**src/rtl/ps2_host_pkg.sv**
```systemverilog
package ps2_host_pkg;
  localparam int FRAME_BITS = 11;
  localparam int DATA_BITS  = 8;
  localparam int FLAG_LO    = 2;
  localparam int FLAG_HI    = 7;
  localparam int FLAG_N     = FLAG_HI - FLAG_LO + 1;

  localparam int ADR_RXD  = 'h00;
  localparam int ADR_TXD  = 'h04;
  localparam int ADR_STAT = 'h10;
  localparam int ADR_CLR  = 'h14;

  typedef enum logic [1:0] {ST_IDLE, ST_RX, ST_INHIBIT, ST_TX} eng_state_e;

  typedef struct packed {
    logic wdt;
    logic tx_nak;
    logic tx_ack;
    logic rx_bad;
    logic rx_ok;
  } eng_evt_t;
endpackage

```
**src/rtl/ps2_sync.sv**
```systemverilog
module ps2_sync #(
  parameter int unsigned STAGES = 2
) (
  input  logic clk_i,
  input  logic rst_ni,
  input  logic clk_async_i,
  input  logic dat_async_i,
  output logic dat_o,
  output logic fall_o
);
  logic [STAGES:0]   clk_q;
  logic [STAGES-1:0] dat_q;

  // lines idle high
  always_ff @(posedge clk_i or negedge rst_ni) begin
    if (!rst_ni) begin
      clk_q <= '1;
      dat_q <= '1;
    end else begin
      clk_q <= {clk_q[STAGES-1:0], clk_async_i};
      dat_q <= {dat_q[STAGES-2:0], dat_async_i};
    end
  end

  assign dat_o  = dat_q[STAGES-1];
  assign fall_o = clk_q[STAGES] & ~clk_q[STAGES-1];
endmodule

```
**src/rtl/ps2_wdog.sv**
```systemverilog
module ps2_wdog #(
  parameter int unsigned LIMIT = 512
) (
  input  logic clk_i,
  input  logic rst_ni,
  input  logic run_i,
  input  logic kick_i,
  output logic expire_o
);
  localparam int unsigned CW = (LIMIT > 1) ? $clog2(LIMIT) : 1;

  logic [CW-1:0] cnt_q;

  always_ff @(posedge clk_i or negedge rst_ni) begin
    if (!rst_ni)                 cnt_q <= '0;
    else if (!run_i || kick_i)   cnt_q <= '0;
    else if (!expire_o)          cnt_q <= cnt_q + 1'b1;
  end

  assign expire_o = run_i && !kick_i && (cnt_q == CW'(LIMIT - 1));
endmodule

```
**src/rtl/ps2_engine.sv**
```systemverilog
module ps2_engine
  import ps2_host_pkg::*;
#(
  parameter int unsigned INHIBIT_CYCLES = 64,
  parameter int unsigned WDOG_CYCLES    = 512
) (
  input  logic                 clk_i,
  input  logic                 rst_ni,
  input  logic                 fall_i,
  input  logic                 dat_i,
  input  logic                 tx_start_i,
  input  logic [DATA_BITS-1:0] tx_byte_i,
  output logic                 busy_o,
  output logic [DATA_BITS-1:0] rx_byte_o,
  output eng_evt_t             evt_o,
  output logic                 clk_oe_o,
  output logic                 dat_oe_o
);
  localparam int unsigned IW = (INHIBIT_CYCLES > 1) ? $clog2(INHIBIT_CYCLES) : 1;
  localparam int unsigned BW = $clog2(FRAME_BITS + 1);

  eng_state_e            state_q;
  logic [BW-1:0]         cnt_q;
  logic [IW-1:0]         inh_q;
  logic [FRAME_BITS-1:0] sh_q;
  logic [FRAME_BITS-1:0] nf;
  eng_evt_t              evt_q;
  logic                  wdt_exp;
  logic                  last_bit;

  assign nf       = {dat_i, sh_q[FRAME_BITS-1:1]};
  assign last_bit = (cnt_q == BW'(FRAME_BITS - 1));

  ps2_wdog #(.LIMIT(WDOG_CYCLES)) i_wdog (
    .clk_i    (clk_i),
    .rst_ni   (rst_ni),
    .run_i    (state_q == ST_RX || state_q == ST_TX),
    .kick_i   (fall_i),
    .expire_o (wdt_exp)
  );

  always_ff @(posedge clk_i or negedge rst_ni) begin
    if (!rst_ni) begin
      state_q <= ST_IDLE;
      cnt_q   <= '0;
      inh_q   <= '0;
      sh_q    <= '1;
      evt_q   <= '0;
    end else begin
      evt_q <= '0;
      unique case (state_q)
        ST_IDLE: begin
          if (tx_start_i) begin
            sh_q    <= {1'b1, ~^tx_byte_i, tx_byte_i, 1'b0};
            inh_q   <= '0;
            state_q <= ST_INHIBIT;
          end else if (fall_i) begin
            sh_q    <= nf;
            cnt_q   <= BW'(1);
            state_q <= ST_RX;
          end
        end
        ST_RX: begin
          if (wdt_exp) begin
            evt_q.wdt <= 1'b1;
            state_q   <= ST_IDLE;
          end else if (fall_i) begin
            sh_q  <= nf;
            cnt_q <= cnt_q + 1'b1;
            if (last_bit) begin
              state_q <= ST_IDLE;
              // start low, odd parity over data+parity, stop high
              if (!nf[0] && (^nf[FRAME_BITS-2:1]) && nf[FRAME_BITS-1]) evt_q.rx_ok <= 1'b1;
              else evt_q.rx_bad <= 1'b1;
            end
          end
        end
        ST_INHIBIT: begin
          if (inh_q == IW'(INHIBIT_CYCLES - 1)) begin
            cnt_q   <= '0;
            state_q <= ST_TX;
          end else begin
            inh_q <= inh_q + 1'b1;
          end
        end
        ST_TX: begin
          if (wdt_exp) begin
            evt_q.wdt <= 1'b1;
            state_q   <= ST_IDLE;
          end else if (fall_i) begin
            cnt_q <= cnt_q + 1'b1;
            if (last_bit) begin
              state_q <= ST_IDLE;
              if (!dat_i) evt_q.tx_ack <= 1'b1;
              else        evt_q.tx_nak <= 1'b1;
            end else begin
              sh_q <= {1'b1, sh_q[FRAME_BITS-1:1]};
            end
          end
        end
        default: state_q <= ST_IDLE;
      endcase
    end
  end

  assign busy_o    = (state_q != ST_IDLE);
  assign rx_byte_o = sh_q[DATA_BITS:1];
  assign evt_o     = evt_q;
  assign clk_oe_o  = (state_q == ST_INHIBIT);
  assign dat_oe_o  = (state_q == ST_TX) && !sh_q[0];
endmodule

```
**src/rtl/ps2_host_port.sv**
```systemverilog
module ps2_host_port
  import ps2_host_pkg::*;
#(
  parameter int unsigned ADDR_W         = 5,
  parameter int unsigned SYNC_STAGES    = 2,
  parameter int unsigned INHIBIT_CYCLES = 64,
  parameter int unsigned WDOG_CYCLES    = 512
) (
  input  logic              clk_i,
  input  logic              rst_ni,
  input  logic [ADDR_W-1:0] addr_i,
  input  logic              we_i,
  input  logic              re_i,
  input  logic [7:0]        wdata_i,
  output logic [7:0]        rdata_o,
  output logic              irq_o,
  input  logic              ps2_clk_i,
  input  logic              ps2_dat_i,
  output logic              ps2_clk_o,
  output logic              ps2_clk_oe_o,
  output logic              ps2_dat_o,
  output logic              ps2_dat_oe_o
);
  logic                 dat_s, fall_s, busy;
  logic [DATA_BITS-1:0] rx_byte, rx_data_q;
  logic                 rx_unread_q;
  eng_evt_t             evt;
  logic [FLAG_N-1:0]    flag_q, flag_set, flag_clr;
  logic                 sel_rxd, sel_txd, sel_stat, sel_clr, rd_rxd;

  assign sel_rxd  = (addr_i == ADDR_W'(ADR_RXD));
  assign sel_txd  = (addr_i == ADDR_W'(ADR_TXD));
  assign sel_stat = (addr_i == ADDR_W'(ADR_STAT));
  assign sel_clr  = (addr_i == ADDR_W'(ADR_CLR));
  assign rd_rxd   = re_i && sel_rxd;

  ps2_sync #(.STAGES(SYNC_STAGES)) i_sync (
    .clk_i       (clk_i),
    .rst_ni      (rst_ni),
    .clk_async_i (ps2_clk_i),
    .dat_async_i (ps2_dat_i),
    .dat_o       (dat_s),
    .fall_o      (fall_s)
  );

  ps2_engine #(
    .INHIBIT_CYCLES (INHIBIT_CYCLES),
    .WDOG_CYCLES    (WDOG_CYCLES)
  ) i_engine (
    .clk_i      (clk_i),
    .rst_ni     (rst_ni),
    .fall_i     (fall_s),
    .dat_i      (dat_s),
    .tx_start_i (we_i && sel_txd && !busy),
    .tx_byte_i  (wdata_i),
    .busy_o     (busy),
    .rx_byte_o  (rx_byte),
    .evt_o      (evt),
    .clk_oe_o   (ps2_clk_oe_o),
    .dat_oe_o   (ps2_dat_oe_o)
  );

  // flag vector index k maps to status bit FLAG_LO+k
  assign flag_set = {evt.wdt, evt.tx_nak, evt.tx_ack,
                     evt.rx_ok && rx_unread_q && !rd_rxd,
                     evt.rx_bad, evt.rx_ok};
  assign flag_clr = (we_i && sel_clr) ? wdata_i[FLAG_HI:FLAG_LO] : '0;

  always_ff @(posedge clk_i or negedge rst_ni) begin
    if (!rst_ni) begin
      flag_q      <= '0;
      rx_data_q   <= '0;
      rx_unread_q <= 1'b0;
    end else begin
      flag_q <= (flag_q & ~flag_clr) | flag_set;
      if (evt.rx_ok) begin
        rx_data_q   <= rx_byte;
        rx_unread_q <= 1'b1;
      end else if (rd_rxd) begin
        rx_unread_q <= 1'b0;
      end
    end
  end

  always_comb begin
    rdata_o = '0;
    if (sel_rxd)       rdata_o = rx_data_q;
    else if (sel_stat) rdata_o[FLAG_HI:FLAG_LO] = flag_q;
  end

  assign irq_o     = |flag_q;
  assign ps2_clk_o = 1'b0;
  assign ps2_dat_o = 1'b0;
endmodule

```
**config.mk**
```make
export PLATFORM = sky130hd
export DESIGN_NAME = ps2_host_port
export DESIGN_NICKNAME = d
export VERILOG_FILES = /design/src/rtl/ps2_host_pkg.sv /design/src/rtl/ps2_sync.sv /design/src/rtl/ps2_wdog.sv /design/src/rtl/ps2_engine.sv /design/src/rtl/ps2_host_port.sv
export SDC_FILE = /design/constraint.sdc
export NUM_CORES = 1
export LEC_CHECK = 0
export ABC_AREA = 0
export BUFFER_PORTS_ARGS = -buffer_cell sky130_fd_sc_hd__buf_2
export CAP_MARGIN = 25
export CELL_PAD_IN_SITES_DETAIL_PLACEMENT = 1
export CELL_PAD_IN_SITES_GLOBAL_PLACEMENT = 1
export CORE_ASPECT_RATIO = 2
export CORE_UTILIZATION = 40
export CTS_BUF_LIST = sky130_fd_sc_hd__clkbuf_4
export CTS_CLUSTER_DIAMETER = 30
export DETAILED_ROUTE_END_ITERATION = 7
export PLACE_DENSITY_LB_ADDON = 0.1
export SETUP_SLACK_MARGIN = 0.05
export SYNTH_ARGS = -nofsm -noshare
export SYNTH_HDL_FRONTEND = slang
export SYNTH_SLANG_ARGS = --single-unit
export TNS_END_PERCENT = 5
```
**constraint.sdc**
```tcl
create_clock -name clk_i -period 6.7 [get_ports clk_i]
set_input_delay 1.005 -clock clk_i [delete_from_list [all_inputs] [get_ports clk_i]]
set_output_delay 1.005 -clock clk_i [all_outputs]
set_load 0.01 [all_outputs]
```
# After elaboration in Yosys (flattened, before gate mapping)
# Cells that the tools add are included.
# word_totals
ram_bits,0
wordCells,125
n_memories,0
latchBits,0
regBits,57
output_inout_bits,13
rom_bits,0
# classes
bitwise_logic,5
div_mod_pow,0
order_cmp,0
shifts,0
mul,0
n_reduce_logical,33
eq_ne,24
muxes,45
addsub,3
# ops
operator,n
11-bit 2-to-1 mux,6
11-bit one-hot mux with 3 select lines,1
2-bit 2-to-1 mux,15
6-bit 2-to-1 mux,5
4-bit 2-to-1 mux,5
9-bit 2-to-1 mux,2
2-bit inequality test (second input constant),8
4-bit one-hot mux with 3 select lines,1
6-bit one-hot mux with 2 select lines,1
1-bit logical AND,11
5-bit == test (second input constant),2
5-bit AND reduction,2
9-bit by 1-bit adder with 9-bit output (second input constant),1
9-bit == test (second input constant),1
9-bit XOR reduction,1
1-bit 2-to-1 mux,8
2-bit by 1-bit inequality test with 1-bit output (second input constant),4
8-bit XNOR reduction,1
6-bit by 1-bit adder with 6-bit output (second input constant),1
6-bit bitwise AND,1
6-bit == test (second input constant),1
1-bit logical NOT,6
3-bit by 1-bit inequality test with 1-bit output (second input constant),2
6-bit inverter,1
other kinds (19),23

# Longest topological paths before layout
# Gate-level depths: netlist (run 1).
# logic_depth
depth_word,8
mapped_depth,10
ltp_nobuf,9

# By module
# A second synthesis (run 1) with hierarchy kept.
# unflattened
hier_cells,284
area_unflattened_um2,3086.7
# by_module_without_submodules
module,n_inst,seq_area_each_um2,cells_each,area_each_um2
ps2_engine,1,714.4,165,1709.1
ps2_host_port,1,375.4,67,763.2
ps2_wdog,1,225.2,46,469.2
ps2_sync,1,131.4,6,145.1

# Least setup slack after synthesis (run 1)
# No wires, ideal clock.
# synth_timing
kind,input port to output port
startpoint,in addr_i[1]
endpoint,out rdata_o[0]
cell_stages,4
t_required_ps,5695
arrival_ps,1783
n_path_buf,0
setup_slack_ps,3912
path_cell_list,nor3_1 > nand2b_1 > nor2_1 > and2_1
# synth_between
elab_chain_len,2
# synth_lines
item,line,source
"start, declared",ps2_host_port.sv:11,"input logic [ADDR_W-1:0] addr_i,"
5-bit logical NOT,ps2_host_port.sv:31,assign sel_rxd = (addr_i == ADDR_W'(ADR_RXD));
2-bit 2-to-1 mux,ps2_host_port.sv:87,if (sel_rxd) rdata_o = rx_data_q;
"end, declared",ps2_host_port.sv:15,"output logic [7:0] rdata_o,"
# No other way between the ends.

# Worst setup path in the final report (run 1)
# Ends and elaborated chain as after synthesis.

==> results of run 1 <==
-- sequential cells by signal, indices dropped and copies added (netlist names) --
signal and cells:
flag_q 6, i_engine.cnt_q 4, i_engine.evt_o 5, i_engine.i_wdog.cnt_q 9
i_engine.inh_q 6, i_engine.sh_q 11, i_engine.state_q 2, i_sync.clk_q 3
i_sync.dat_q 2, rx_data_q 8, rx_unread_q 1
-- power breakdown --
group	switching (mW)	leakage (nW)	total (mW)	internal, mW
Combinational	0.0239	0.794	0.0369	0.0130
Sequential	0.000754	0.709	0.348	0.347
Clock	0.133	0.0777	0.286	0.153
Total	0.158	1.58	0.671	0.513
-- synth_stat cells, types with 2 or more instances --
master,count,share of area
or3_1,4,0.0078
dfstp_2,16,0.13
a21oi_1,9,0.014
xor2_1,7,0.019
a22o_1,2,0.0054
xnor2_1,15,0.041
buf_4,3,0.0070
o211ai_1,2,0.0047
nor2_1,33,0.038
and2_1,5,0.0097
nand2b_1,3,0.0058
o31ai_1,3,0.0070
inv_1,10,0.012
nor2_2,2,0.0039
nand2_1,25,0.029
a21o_1,7,0.016
nand4_1,3,0.0058
ha_1,10,0.039
nor3_1,3,0.0047
mux2_1,2,0.0070
mux2i_1,8,0.025
nand3_1,9,0.014
o21a_1,11,0.026
o21ai_0,19,0.030
dfrtp_1,41,0.32
a31oi_1,2,0.0039
nor2b_1,6,0.012
o22ai_1,8,0.016
o2111ai_1,9,0.024
a211oi_1,3,0.0070
mux2_2,8,0.028
clkbuf_1,10,0.012
and3_1,2,0.0039
nor4_1,2,0.0039
-- logic make-up (layout without fill, tap and decap cells) --
group / after synthesis / count (layout) / synth area share
fa+ha+maj: 10 / 10 / 0.0389
flops: 57 / 57 / 0.449
other cells: 1 / 3 / 0.00116
buf+inv: 25 / 56 / 0.0354
compound gates: 84 / 84 / 0.182
xor+xnor: 22 / 22 / 0.0599
mux: 18 / 18 / 0.0599
simple gates: 110 / 110 / 0.173
-- layer usage --
metal | wire length [um] | track usage
met5 | 0 | 0
met4 | 389 | 0.137
met3 | 238 | 0.0417
met2 | 4640 | 0.394
met1 | 3260 | 0.240
-- final cells by class --
class / instances / share of cell area
diodes: 1 / 0.000699
clock buffers: 10 / 0.0210
clock inverters: 6 / 0.0231
inverters: 10 / 0.0105
multi-input cells: 246 / 0.465
flip-flops and latches: 57 / 0.404
well taps: 96 / 0.0336
repair buffers: 30 / 0.0426
-- worst min-delay path by stage --
| stage | endpoint | slack, ps |
|---|---|---|
| 2_1_floorplan | i_sync.clk_q[1] | 350 |
| 3_3_place_gp | i_sync.clk_q[1] | 350 |
| 3_5_place_dp | i_sync.dat_q[1] | 350 |
| 4_1_cts | i_sync.clk_q[1] | 360 |
| 5_1_grt | i_sync.clk_q[1] | 370 |
| 6_report | i_sync.clk_q[1] | 360 |
-- metrics by stage --
stage               utilization  instance area [um2]
floorplan                     -                 3220
finish                    0.454                 3580
detailed placement        0.434                 3420
global route              0.454                 3580
CTS                       0.454                 3580
global placement          0.434                 3420
==> impl_metrics.ini, run 1 <==
[drt]
drc = 0
firstDrtPassIters = 4
dr.first_iter.drc_count = 100
routedWlPerCell_um = 18.7
ant_nets = 0
wirelength_um = 8530
num_vias = 2593
vias_per_cell = 5.69

[floorplan]
core_area_mm2 = 0.00789
initial_core_util = 0.408
num_io_pins = 32
die_h_um = 129
dieArea_mm2 = 0.00843
die_w_um = 65.4
rows = 46

[worst_hold_path]
hold_class = register to register
min_from = i_sync.clk_q[0]
hold_path_depth = 0

[timing]
timing.fmax_ghz = 0.310
setup_viol = 0
hold_viol = 0
skew_ps = 9.74
max_slew_margin = 0.309
layout_setup_ws_ps = 3480
drv_slew = 0
period_minus_slack_ps = 3220
period_share = 0.481
worstMarginPinSlew_ps = 1040
holdWs_ps = 360
tns_ps = 0
rsz0062_at_grt = no

[global_routing]
grt_first_pass_wirelength_um = 13900
grtUsageTotal = 0.224
grt_pass1_vias = 2694
antenna_found_initial = 1
grt_start_max_net_pins = 58
grt_overflow = 0

[critical_path]
reg2reg_slack_ps = 3710
worst-path-stages = 6
crit_type = input port to output pin
slowest_stage = nor3_1
crit_start = addr_i[1]
critPathTopFamily = simple AND/OR/NAND/NOR gates
crit_end = rdata_o[0]
worstPathMaxFanout = 7
crit_top_cell = buf_2
slowest_delay_ps = 350
path_cells = buf_2, nor3_1, nand2b_1, nor2_1, and2_1, buf_2
required_ps = 5690
path_buf_inv = 2
crit_arrival_ps = 2220
timing.rr.end = i_engine.sh_q[10]
critPathLaunchType = input port
timing.rr.start = i_engine.state_q[1]
endpoint_kind = output pin
reg2regPathDepth = 6

[layout]
mostFrequentLayoutCells = 41 x dfrtp_1, 33 x nor2_1, 29 x buf_2
area.sequential_mm2 = 0.00145
drive_above_1_share = 0.220
multi_input_area_mm2 = 0.00166
area_growth_pct = 11.2
nets = 383
fin_cells = 456
n_fill_cell = 925
final_common_cell = dfrtp_1

[yosys]
syn_area_per_cell_um2 = 9.85
ys_types = 59
yosys_register_bits = 57
syn_area_mm2 = 0.00322
yosys_warnings = 0
ys_seq_area_frac = 0.449
ys_async_sr_fraction = 1.00
synthCells = 327
ys.flop_type = dfrtp_1
synth_edf_count = 0

[clock_network]
cts.sinks = 57
cts_setup_buffers = 0
clock_path_buffers = 2
insertion_delay_ps = 400
cts_tree = built
cts_hold_buffers = 0
h-tree-depth = 3
cts_resized = 0
numCtsBuffers = 9
clockRootBuffer = clkbuf_4
cts.clk_slew.worst_paths_ps = 90

[power_and_ir_drop]
p_per_area_mw_per_mm2 = 187
power_mw = 0.671
leakagePower_nw = 1.58
ir_drop_mv = 0.172

[outcome]
outcome = complete, no violations

[place]
gp_congestion = 0.760
pre_cts_ws_ps = 3470
port_buffers = 29
hpwl_um = 6310
place_inst = 439

[run]
maxCapViolCount = 0
Note: power is estimated with default switching activity, not from simulation.
==> run 2, diff against run 1 <==
Settings changed: ABC_AREA 0 to 1.
Clock period 6.7 ns to 2.65 ns, I/O delays scaled along.
==> impl_metrics.ini, run 2 <==
[layout]
postLayoutCellArea_mm2 = 0.00375
mostFrequentLayoutCells = 115 x nand2_1, 68 x inv_1, 43 x nor2_1
regMostFlops = i_engine.sh_q
final_util = 0.455
nets = 513
largest_reg_flops = 11
drive_above_1_share = 0.160
fin_cells = 588
biggestRegsByFlops = i_engine.sh_q (11), i_engine.i_wdog.cnt_q (9), rx_data_q (8)
area_growth_pct = 11.0
final_common_cell = nand2_1

[power_and_ir_drop]
power_mw = 3.33
ir_drop_mv = 0.430
p_per_area_mw_per_mm2 = 889
leakagePower_nw = 1.90

[floorplan]
rows = 47
num_io_pins = 32
dieArea_mm2 = 0.00883
initial_core_util = 0.410
die_w_um = 67.0
die_h_um = 132
core_area_mm2 = 0.00823

[global_routing]
grt_pass1_vias = 3195
grt_first_pass_wirelength_um = 15900
grt_start_max_net_pins = 24
antenna_found_initial = 1
grt_overflow = 0
grtUsageTotal = 0.249

[yosys]
yosys_warnings = 0
ys_types = 36
ys_async_sr_fraction = 1.00
syn_area_per_cell_um2 = 7.50
synth.largest_area_cell = dfrtp_1
ys.flop_type = dfrtp_1
ys_seq_area_frac = 0.428
yosys_register_bits = 57
synth_common_cells = 115 x nand2_1, 68 x inv_1, 43 x nor2_1
syn_area_mm2 = 0.00338
synth_edf_count = 0
synth_most_common_cell = nand2_1
synthCells = 450
synthTopCellsByArea = dfrtp_1 30%, nand2_1 13%, dfstp_2 12%, inv_1 7.6%, o21ai_0 5.6%
synth_top_area_share = 0.304

[clock_network]
insertion_delay_ps = 460
cts_tree = built
h-tree-depth = 3
clock_path_buffers = 2
cts_setup_buffers = 0
cts.clk_slew.worst_paths_ps = 100
cts.sinks = 57
numCtsBuffers = 9
clockRootBuffer = clkbuf_4

[critical_path]
worst-path-stages = 10
reg2reg_slack_ps = 490
crit_end = i_engine.sh_q[7]
worstPathMaxFanout = 21
endpoint_kind = register
path_cells = ha_1, nand3_1, nor2_1, ha_1, inv_1, o21ai_1, nand2_1, nand3_2, nand2_1, a21boi_1
required_ps = 3030
crit_start = i_engine.i_wdog.cnt_q[0]
timing.rr.start = i_engine.i_wdog.cnt_q[0]
reg2regPathDepth = 10
crit_type = register to register
critPathLaunchType = register
crit_arrival_ps = 2530
slowest_delay_ps = 420
path_buf_inv = 1
critPathTopFamily = simple AND/OR/NAND/NOR gates
slowest_stage = dfrtp_1
timing.rr.end = i_engine.sh_q[7]

[timing]
skew_ps = 18.5
setup_viol = 0
period_minus_slack_ps = 2160
tns_ps = 0
timing.fmax_ghz = 0.463
drv_slew = 0
hold_viol = 0
worstMarginPinSlew_ps = 550
period_share = 0.815
layout_setup_ws_ps = 491
max_slew_margin = 0.634
holdWs_ps = 24.2
rsz0062_at_grt = no

[drt]
drc = 0
met1_length_um = 3460
top_layer_used = met4
ant_nets = 0
routedWlPerCell_um = 16.5
vias_per_cell = 5.17
firstDrtPassIters = 5
dr_wl_met3_um = 191
dr.first_iter.drc_count = 113
wirelength_um = 9700
wl_met2_um = 5640
num_vias = 3038

[place]
hpwl_um = 7530
post_dp_cell_area_mm2 = 0.00361
gp_congestion = 0.830
place_inst = 570
pre_cts_ws_ps = 510
port_buffers = 29

[run]
maxCapViolCount = 0

[outcome]
outcome = complete, no violations

[worst_hold_path]
hold_path_depth = 1
hold_class = input port to register
run 2: changes by cell type after synthesis, sizes merged, moves of 7 or more:
cell and change:
nand2 +94, inv +59, o21ai +25, nor2 +13, xnor2 -13, nand3 +12, o21a -11, mux2 -10
o2111ai -9, mux2i -8, o22ai +8, a21boi +7, a21o -7
run 2: timing repair:
action | CTS | global route
endpoints found under the setup margin | 0 | 0
endpoints found under the hold margin | 19 | 0
gates resized for setup | 0 | 0
hold buffers | 1 | 0
run 2: worst min path at each step:
stage                    start               to  slack, ps
2_1_floorplan           rst_ni        flag_q[0]        100
3_3_place_gp   i_sync.clk_q[0]  i_sync.clk_q[1]        350
3_5_place_dp   i_sync.clk_q[0]  i_sync.clk_q[1]        350
4_1_cts              ps2_dat_i  i_sync.dat_q[0]         20
5_1_grt              ps2_dat_i  i_sync.dat_q[0]         20
6_report             ps2_dat_i  i_sync.dat_q[0]         20
run 2: per-layer routing:
metal,track usage,vias up
met2,0.463,48
met3,0.0311,21
met1,0.244,1463
met4,0.152,0
li1,-,1506
met5,0,-
run 2: report_power, final:
group | switching [mW] | internal (mW)
logic | 0.951 | 0.482
registers | 0.157 | 1.10
clock network | 0.349 | 0.298
total | 1.46 | 1.88
run 2: area by class of cell:
| type | count | area (um2) |
|---|---|---|
| flip-flops and latches | 57 | 1450 |
| repair buffers | 34 | 185 |
| fillers | 1065 | 4490 |
| well taps | 98 | 123 |
| clock buffers | 11 | 82.6 |
| inverters | 69 | 259 |
| multi-input cells | 313 | 1600 |
| diodes | 1 | 2.50 |
| clock inverters | 5 | 46.3 |
run 2: cells by family after synthesis:
| group | count (synthesis) | share of synthesized area |
|---|---|---|
| adder cells (fa/ha/maj) | 10 | 0.0371 |
| other | 1 | 0.00111 |
| flip-flops | 57 | 0.428 |
| AND/OR/NAND/NOR | 200 | 0.253 |
| XOR/XNOR | 7 | 0.0182 |
| AO/OA/AOI/OAI | 94 | 0.164 |
| buffers and inverters | 81 | 0.0978 |
run 2: worst reg2reg max path: stages, from the launching register on:
cell and delay (ps):
dfrtp_1 420, ha_1 230, nand3_1 110, nor2_1 60, ha_1 230, inv_1 150
o21ai_1 80, nand2_1 90, nand3_2 330, nand2_1 200, a21boi_1 190
